### src/rtl/cfg_xlate_pkg.sv
package cfg_xlate_pkg;
  localparam int WORD_W   = 32;
  localparam int SLOT_LSB = 11;
  localparam int SLOT_MSB = 30;
  localparam int SLOT_W   = 16 - SLOT_LSB;
  localparam int LANES    = WORD_W / 8;

  typedef enum logic [1:0] {
    SZ_BYTE  = 2'b00,
    SZ_HALF  = 2'b01,
    SZ_WORD  = 2'b10,
    SZ_WORD2 = 2'b11
  } acc_size_e;
endpackage

### src/rtl/cfg_addr_map.sv
module cfg_addr_map
  import cfg_xlate_pkg::*;
(
  input  logic [WORD_W-1:0] word,
  input  logic [2:0]        off,
  output logic [WORD_W-1:0] addr,
  output logic              ok
);
  logic [SLOT_W-1:0] slot;
  logic              hit;

  // lowest set bit of the one-hot slot field; scanning downward lets the lowest win
  always_comb begin
    slot = '0;
    hit  = 1'b0;
    for (int i = SLOT_MSB; i >= SLOT_LSB; i--) begin
      if (word[i]) begin
        slot = SLOT_W'(i - SLOT_LSB);
        hit  = 1'b1;
      end
    end
  end

  always_comb begin
    if (word[31]) begin
      addr = {word[31:2], off[1:0]};
      ok   = 1'b1;
    end else if (word[1:0] != 2'b00) begin
      addr = {word[31:3], off};
      ok   = 1'b1;
    end else begin
      addr = {16'h0000, slot, word[10:8], word[7:3], off};
      ok   = hit;
    end
  end
endmodule

### src/rtl/cfg_lane_swap.sv
module cfg_lane_swap
  import cfg_xlate_pkg::*;
(
  input  logic [1:0]        size,
  input  logic [WORD_W-1:0] din,
  output logic [WORD_W-1:0] dout
);
  logic [WORD_W-1:0] rev;

  for (genvar b = 0; b < LANES; b++) begin : g_rev
    assign rev[8*b +: 8] = din[8*(LANES-1-b) +: 8];
  end

  always_comb begin
    unique case (acc_size_e'(size))
      SZ_BYTE: dout = {24'h0, din[7:0]};
      SZ_HALF: dout = {16'h0, din[7:0], din[15:8]};
      default: dout = rev;
    endcase
  end
endmodule

### src/rtl/cfg_irq_swizzle.sv
module cfg_irq_swizzle #(
  parameter int NSLOT = 4,
  parameter int SLOT0 = 11
) (
  input  logic [4*NSLOT-1:0] pins,
  output logic [3:0]         lines
);
  for (genvar k = 0; k < 4; k++) begin : g_line
    logic acc;
    always_comb begin
      acc = 1'b0;
      for (int s = 0; s < NSLOT; s++) begin
        for (int n = 0; n < 4; n++) begin
          if (((SLOT0 + s + n) % 4) == k) acc = acc | pins[4*s+n];
        end
      end
    end
    assign lines[k] = acc;
  end
endmodule

### src/rtl/cfg_addr_xlate.sv
module cfg_addr_xlate
  import cfg_xlate_pkg::*;
#(
  parameter int NSLOT = 4,
  parameter int SLOT0 = 11
) (
  input  logic               clk,
  input  logic               rst_n,
  input  logic               reg_wr,
  input  logic [31:0]        reg_wdata,
  output logic [31:0]        cfg_word,
  input  logic               win_req,
  input  logic               win_write,
  input  logic [2:0]         win_off,
  input  logic [1:0]         win_size,
  input  logic [31:0]        win_wdata,
  output logic               host_rvalid,
  output logic [31:0]        host_rdata,
  output logic               cfg_stb,
  output logic               cfg_we,
  output logic [31:0]        cfg_addr,
  output logic [3:0]         cfg_be,
  output logic [31:0]        cfg_wdata,
  input  logic               cfg_rvalid,
  input  logic [31:0]        cfg_rdata,
  input  logic [4*NSLOT-1:0] dev_intx,
  output logic [3:0]         irq_line
);
  logic [1:0] rst_sync_q;
  logic       rst_int_n;

  always_ff @(posedge clk or negedge rst_n) begin
    if (!rst_n) rst_sync_q <= 2'b00;
    else        rst_sync_q <= {rst_sync_q[0], 1'b1};
  end
  assign rst_int_n = rst_sync_q[1];

  logic [31:0] word_q, word_d;
  logic        stb_q, stb_d, we_q, we_d, rv_q, rv_d;
  logic [31:0] addr_q, addr_d, wd_q, wd_d, rd_q, rd_d;
  logic [3:0]  be_q, be_d;
  logic [1:0]  size_q, size_d;
  logic [31:0] map_addr, wr_swapped, rd_swapped;
  logic        map_ok, go, bad_rd;
  logic [3:0]  be_calc;

  cfg_addr_map u_map (.word(word_q), .off(win_off), .addr(map_addr), .ok(map_ok));
  cfg_lane_swap u_wswap (.size(win_size), .din(win_wdata), .dout(wr_swapped));
  cfg_lane_swap u_rswap (.size(size_q), .din(cfg_rdata), .dout(rd_swapped));
  cfg_irq_swizzle #(.NSLOT(NSLOT), .SLOT0(SLOT0)) u_irq (.pins(dev_intx), .lines(irq_line));

  always_comb begin
    unique case (acc_size_e'(win_size))
      SZ_BYTE: be_calc = 4'b0001 << win_off[1:0];
      SZ_HALF: be_calc = win_off[1] ? 4'b1100 : 4'b0011;
      default: be_calc = 4'b1111;
    endcase
  end

  assign go     = win_req & map_ok;
  assign bad_rd = win_req & ~win_write & ~map_ok;

  always_comb begin
    word_d = reg_wr  ? reg_wdata  : word_q;
    stb_d  = go;
    we_d   = go      ? win_write  : we_q;
    addr_d = go      ? map_addr   : addr_q;
    be_d   = go      ? be_calc    : be_q;
    wd_d   = go      ? wr_swapped : wd_q;
    size_d = win_req ? win_size   : size_q;
    rv_d   = cfg_rvalid | bad_rd;
    if (cfg_rvalid)  rd_d = rd_swapped;
    else if (bad_rd) rd_d = '1;
    else             rd_d = rd_q;
  end

  always_ff @(posedge clk or negedge rst_int_n) begin
    if (!rst_int_n) begin
      word_q <= '0;
      stb_q  <= 1'b0;
      we_q   <= 1'b0;
      addr_q <= '0;
      be_q   <= '0;
      wd_q   <= '0;
      size_q <= '0;
      rv_q   <= 1'b0;
      rd_q   <= '0;
    end else begin
      word_q <= word_d;
      stb_q  <= stb_d;
      we_q   <= we_d;
      addr_q <= addr_d;
      be_q   <= be_d;
      wd_q   <= wd_d;
      size_q <= size_d;
      rv_q   <= rv_d;
      rd_q   <= rd_d;
    end
  end

  assign cfg_word    = word_q;
  assign cfg_stb     = stb_q;
  assign cfg_we      = we_q;
  assign cfg_addr    = addr_q;
  assign cfg_be      = be_q;
  assign cfg_wdata   = wd_q;
  assign host_rvalid = rv_q;
  assign host_rdata  = rd_q;
endmodule

### config.mk
export PLATFORM = sky130hd
export DESIGN_NAME = cfg_addr_xlate
export DESIGN_NICKNAME = d
export VERILOG_FILES = /design/src/rtl/cfg_xlate_pkg.sv /design/src/rtl/cfg_addr_map.sv /design/src/rtl/cfg_lane_swap.sv /design/src/rtl/cfg_irq_swizzle.sv /design/src/rtl/cfg_addr_xlate.sv
export SDC_FILE = /design/constraint.sdc
export NUM_CORES = 1
export LEC_CHECK = 0
export BUFFER_PORTS_ARGS = -buffer_cell sky130_fd_sc_hd__buf_2
export CAP_MARGIN = 20
export CORE_ASPECT_RATIO = 0.7
export CORE_UTILIZATION = 48
export CTS_CLUSTER_SIZE = 24
export DETAILED_ROUTE_END_ITERATION = 6
export GPL_TIMING_DRIVEN = 0
export PLACE_DENSITY = 0.8
export SLEW_MARGIN = 20
export SYNTH_ARGS = -nofsm -noshare
export SYNTH_HDL_FRONTEND = slang
export SYNTH_SLANG_ARGS = --single-unit
export TNS_END_PERCENT = 20
### constraint.sdc
create_clock -name clk -period 6.2 [get_ports clk]
set_clock_uncertainty 0.2 [all_clocks]
set_input_delay 0.62 -clock clk [delete_from_list [all_inputs] [get_ports clk]]
set_output_delay 0.62 -clock clk [all_outputs]
set_load 0.02 [all_outputs]
==> out/metrics.csv <==
metric,value,unit
grt_max_degree,59,
pre_cts_ws,3.70,ns
setup_tns,0,ns
grt_pass1_wl,29.7,mm
muxShareOfSynthArea,8.31,%
grt_pass1_vias,5616,
syn_area,6250,sq um
slowest_delay,0.49,ns
gp_congestion,0.899,
outcome,"finished, violations left",
grt.total_usage,28.5,%
p_leak,4.29,nW
num_vias,5756,
synth_fa_ha_area_share,0,%
async_flop_share,100,%
root_buffer,clkbuf_16,
powerDensity,322,nW/um^2
cts.reportedPaths.clkPinSlew,0.06,ns
max_freq,0.397,GHz
syn_nets,748,
path_cells,nor4_2 -> nand4_1 -> o21ai_2 -> inv_2 -> clkbuf_1 -> nand3_1 -> nand2_1,
setup-violations-final,0,
first_pass_iters,7,
clkSinkCount,139,
area.growth.synth_to_final,35.1,%
numCtsBuffers,17,
yosysUniqueCellTypes,43,
syn_inst,625,
h-tree-depth,4,
yosys.area.top_type,dfrtp_1,
period_share,40.6,%
tritoncts,built,
ant_nets,0,
yosys-top-cells-area,"dfrtp_1 56%, nand2_1 8.5%, mux2_2 5.6%",
coreArea,12500,sq um
critPathLaunchType,flip-flop,
die_w,138,microns
nets,1027,
hold_path_class,reg2async,
ys_ff_latch,139,
cts_resized,0,
synth_compound_area_share,13.2,%
worst-setup-path-type,reg2reg,
yosys_most_used_dff,dfrtp_1,
layout_setup_ws,3.68,ns
clock_path_buffers,2,
slew_viol_final,0,
dieArea,13500,sq um
final_common_cell,buf_2,
io_buffers,257,
dpl.hpwl,13.8,mm
synth_top_family_by_area,simple AND/OR/NAND/NOR gates,
maxCapViolCount,0,
yosys_warnings,0,
total_power,2.72,mW
cpLargestDelayFamily,simple AND/OR/NAND/NOR gates,
synth_xor_area_share,0,%
synth-simple-area-share,17.4,%
worst_pin_slew,0.703,ns
yosysSeqAreaShare,55.7,%
antenna_found_initial,0,
die_h,97.4,microns
cp-end-kind,flip-flop,
vdd_drop_max,216,uV
fillers,1000,
required,6.30,ns
layout_common_cells,"261 x buf_2, 141 x nand2_1, 138 x dfrtp_1, 51 x nor2_1",
rows,34,
vias_per_cell,5.34,
clock_latency,0.41,ns
hold_violations,0,
slew_headroom,53.1,%
violations,design-rule violations,
rsz0062_at_grt,no,
ioPinCount,262,
crit_slowest_cell,nor4_2,
gr-total-overflow,0,
period_minus_slack,2.52,ns
critPathBufInv,2,
final_util,67.2,%
drc,34,
synth.avg_cell_area,9.99,sq um
post_drt_wl_per_cell,17.2,microns
drt_iter0_drc,370,
critPathArrivalTime,2.62,ns
wirelength,18.5,mm
yosys.area.top_type_share,55.7,%
initial_core_util,49.8,%
synth_edf_count,0,
worstPathMaxFanout,10,
antennaDiodeCount,0,
drive_gt1_share,39.0,%
-- synthesized netlist by cell type (4+ instances only) --
cell type    n
nand2_1    141
dfrtp_1    139
nor2_1      51
o21ai_0     39
clkbuf_1    37
a21oi_1     33
mux2_2      31
a22oi_1     29
nand3_1     22
mux2i_1     17
buf_4       13
a2bb2oi_2    8
and3_1       8
inv_1        5
nor3_1       5
a31oi_1      4
buf_2        4
or4_1        4
-- registers in the layout, summed over array words and instances (netlist names) --
signal and flops:
size_q 2, cfg_we 1, host_rdata 32, cfg_be 4, rst_sync_q 2, host_rvalid 1
cfg_wdata 32, cfg_addr 32, cfg_word 32, cfg_stb 1
-- power by group --
group          switching (mW)  internal (mW)  leakage, nW
combinational           0.325          0.200         2.31
sequential             0.0808           1.01         1.68
clock                   0.386          0.723        0.306
-- final cells by class --
cell class / instances / area [sq um] / area share, %
Inverter: 6 / 22.5 / 0.267
Sequential cell: 139 / 3480 / 41.3
Tap cell: 162 / 203 / 2.40
Timing Repair Buffer: 260 / 1340 / 15.9
Buffer: 59 / 314 / 3.72
Clock inverter: 11 / 193 / 2.28
Clock buffer: 20 / 447 / 5.30
Multi-Input combinational cell: 421 / 2430 / 28.8
-- metrics by stage --
step           std cells  cell area [sq um]  hold slack, ns
6_report            1078               8440           0.125
5_1_grt             1078               8440           0.165
2_1_floorplan        625               6250           0.124
3_5_place_dp        1046               7790           0.133
4_1_cts             1078               8440           0.141
3_3_place_gp        1044               7730           0.133
-- cell families (layout without fill, tap and decap cells) --
logic type             after synthesis  count (layout)
AO/OA/AOI/OAI                      124             124
other                                1               1
multiplexers                        48              48
flip-flops                         139             139
AND/OR/NAND/NOR                    248             248
buffers and inverters               65             356
-- timing repair --
action | 4_1_cts | 5_1_grt
setup buffers | 0 | 0
endpoints found under the hold margin | 2 | 0
hold buffers | 1 | 0
-- path summary, 6_finish.rpt --
| kind | start | to | slack (ns) | depth (start not counted) |
|---|---|---|---|---|
| max | cfg_word[22]$_DFFE_PN0P_ | cfg_wdata[21]$_DFFE_PN0P_ | 3.68 | 7 |
| min | rst_sync_q[1]$_DFF_PN0_ | host_rdata[6]$_DFFE_PN0P_ | 0.12 | 0 |
| max reg2reg | cfg_word[22]$_DFFE_PN0P_ | cfg_wdata[21]$_DFFE_PN0P_ | 3.68 | 7 |
| min reg2reg | rst_sync_q[1]$_DFF_PN0_ | host_rdata[6]$_DFFE_PN0P_ | 0.12 | 0 |
| max in group asynchronous | rst_sync_q[1]$_DFF_PN0_ | cfg_addr[3]$_DFFE_PN0P_ | 5.01 | 1 |
| min in group clk | rst_sync_q[0]$_DFF_PN0_ | rst_sync_q[1]$_DFF_PN0_ | 0.15 | 0 |
-- layer usage --
layer / wire, microns / vias up / track usage (%)
met5: 0 / - / 0
met4: 184 / 0 / 8.64
met1: 7770 / 2783 / 36.7
li1: - / 2688 / -
met3: 1590 / 17 / 7.59
met2: 9000 / 268 / 47.3
(Power assumes the default switching activity.)
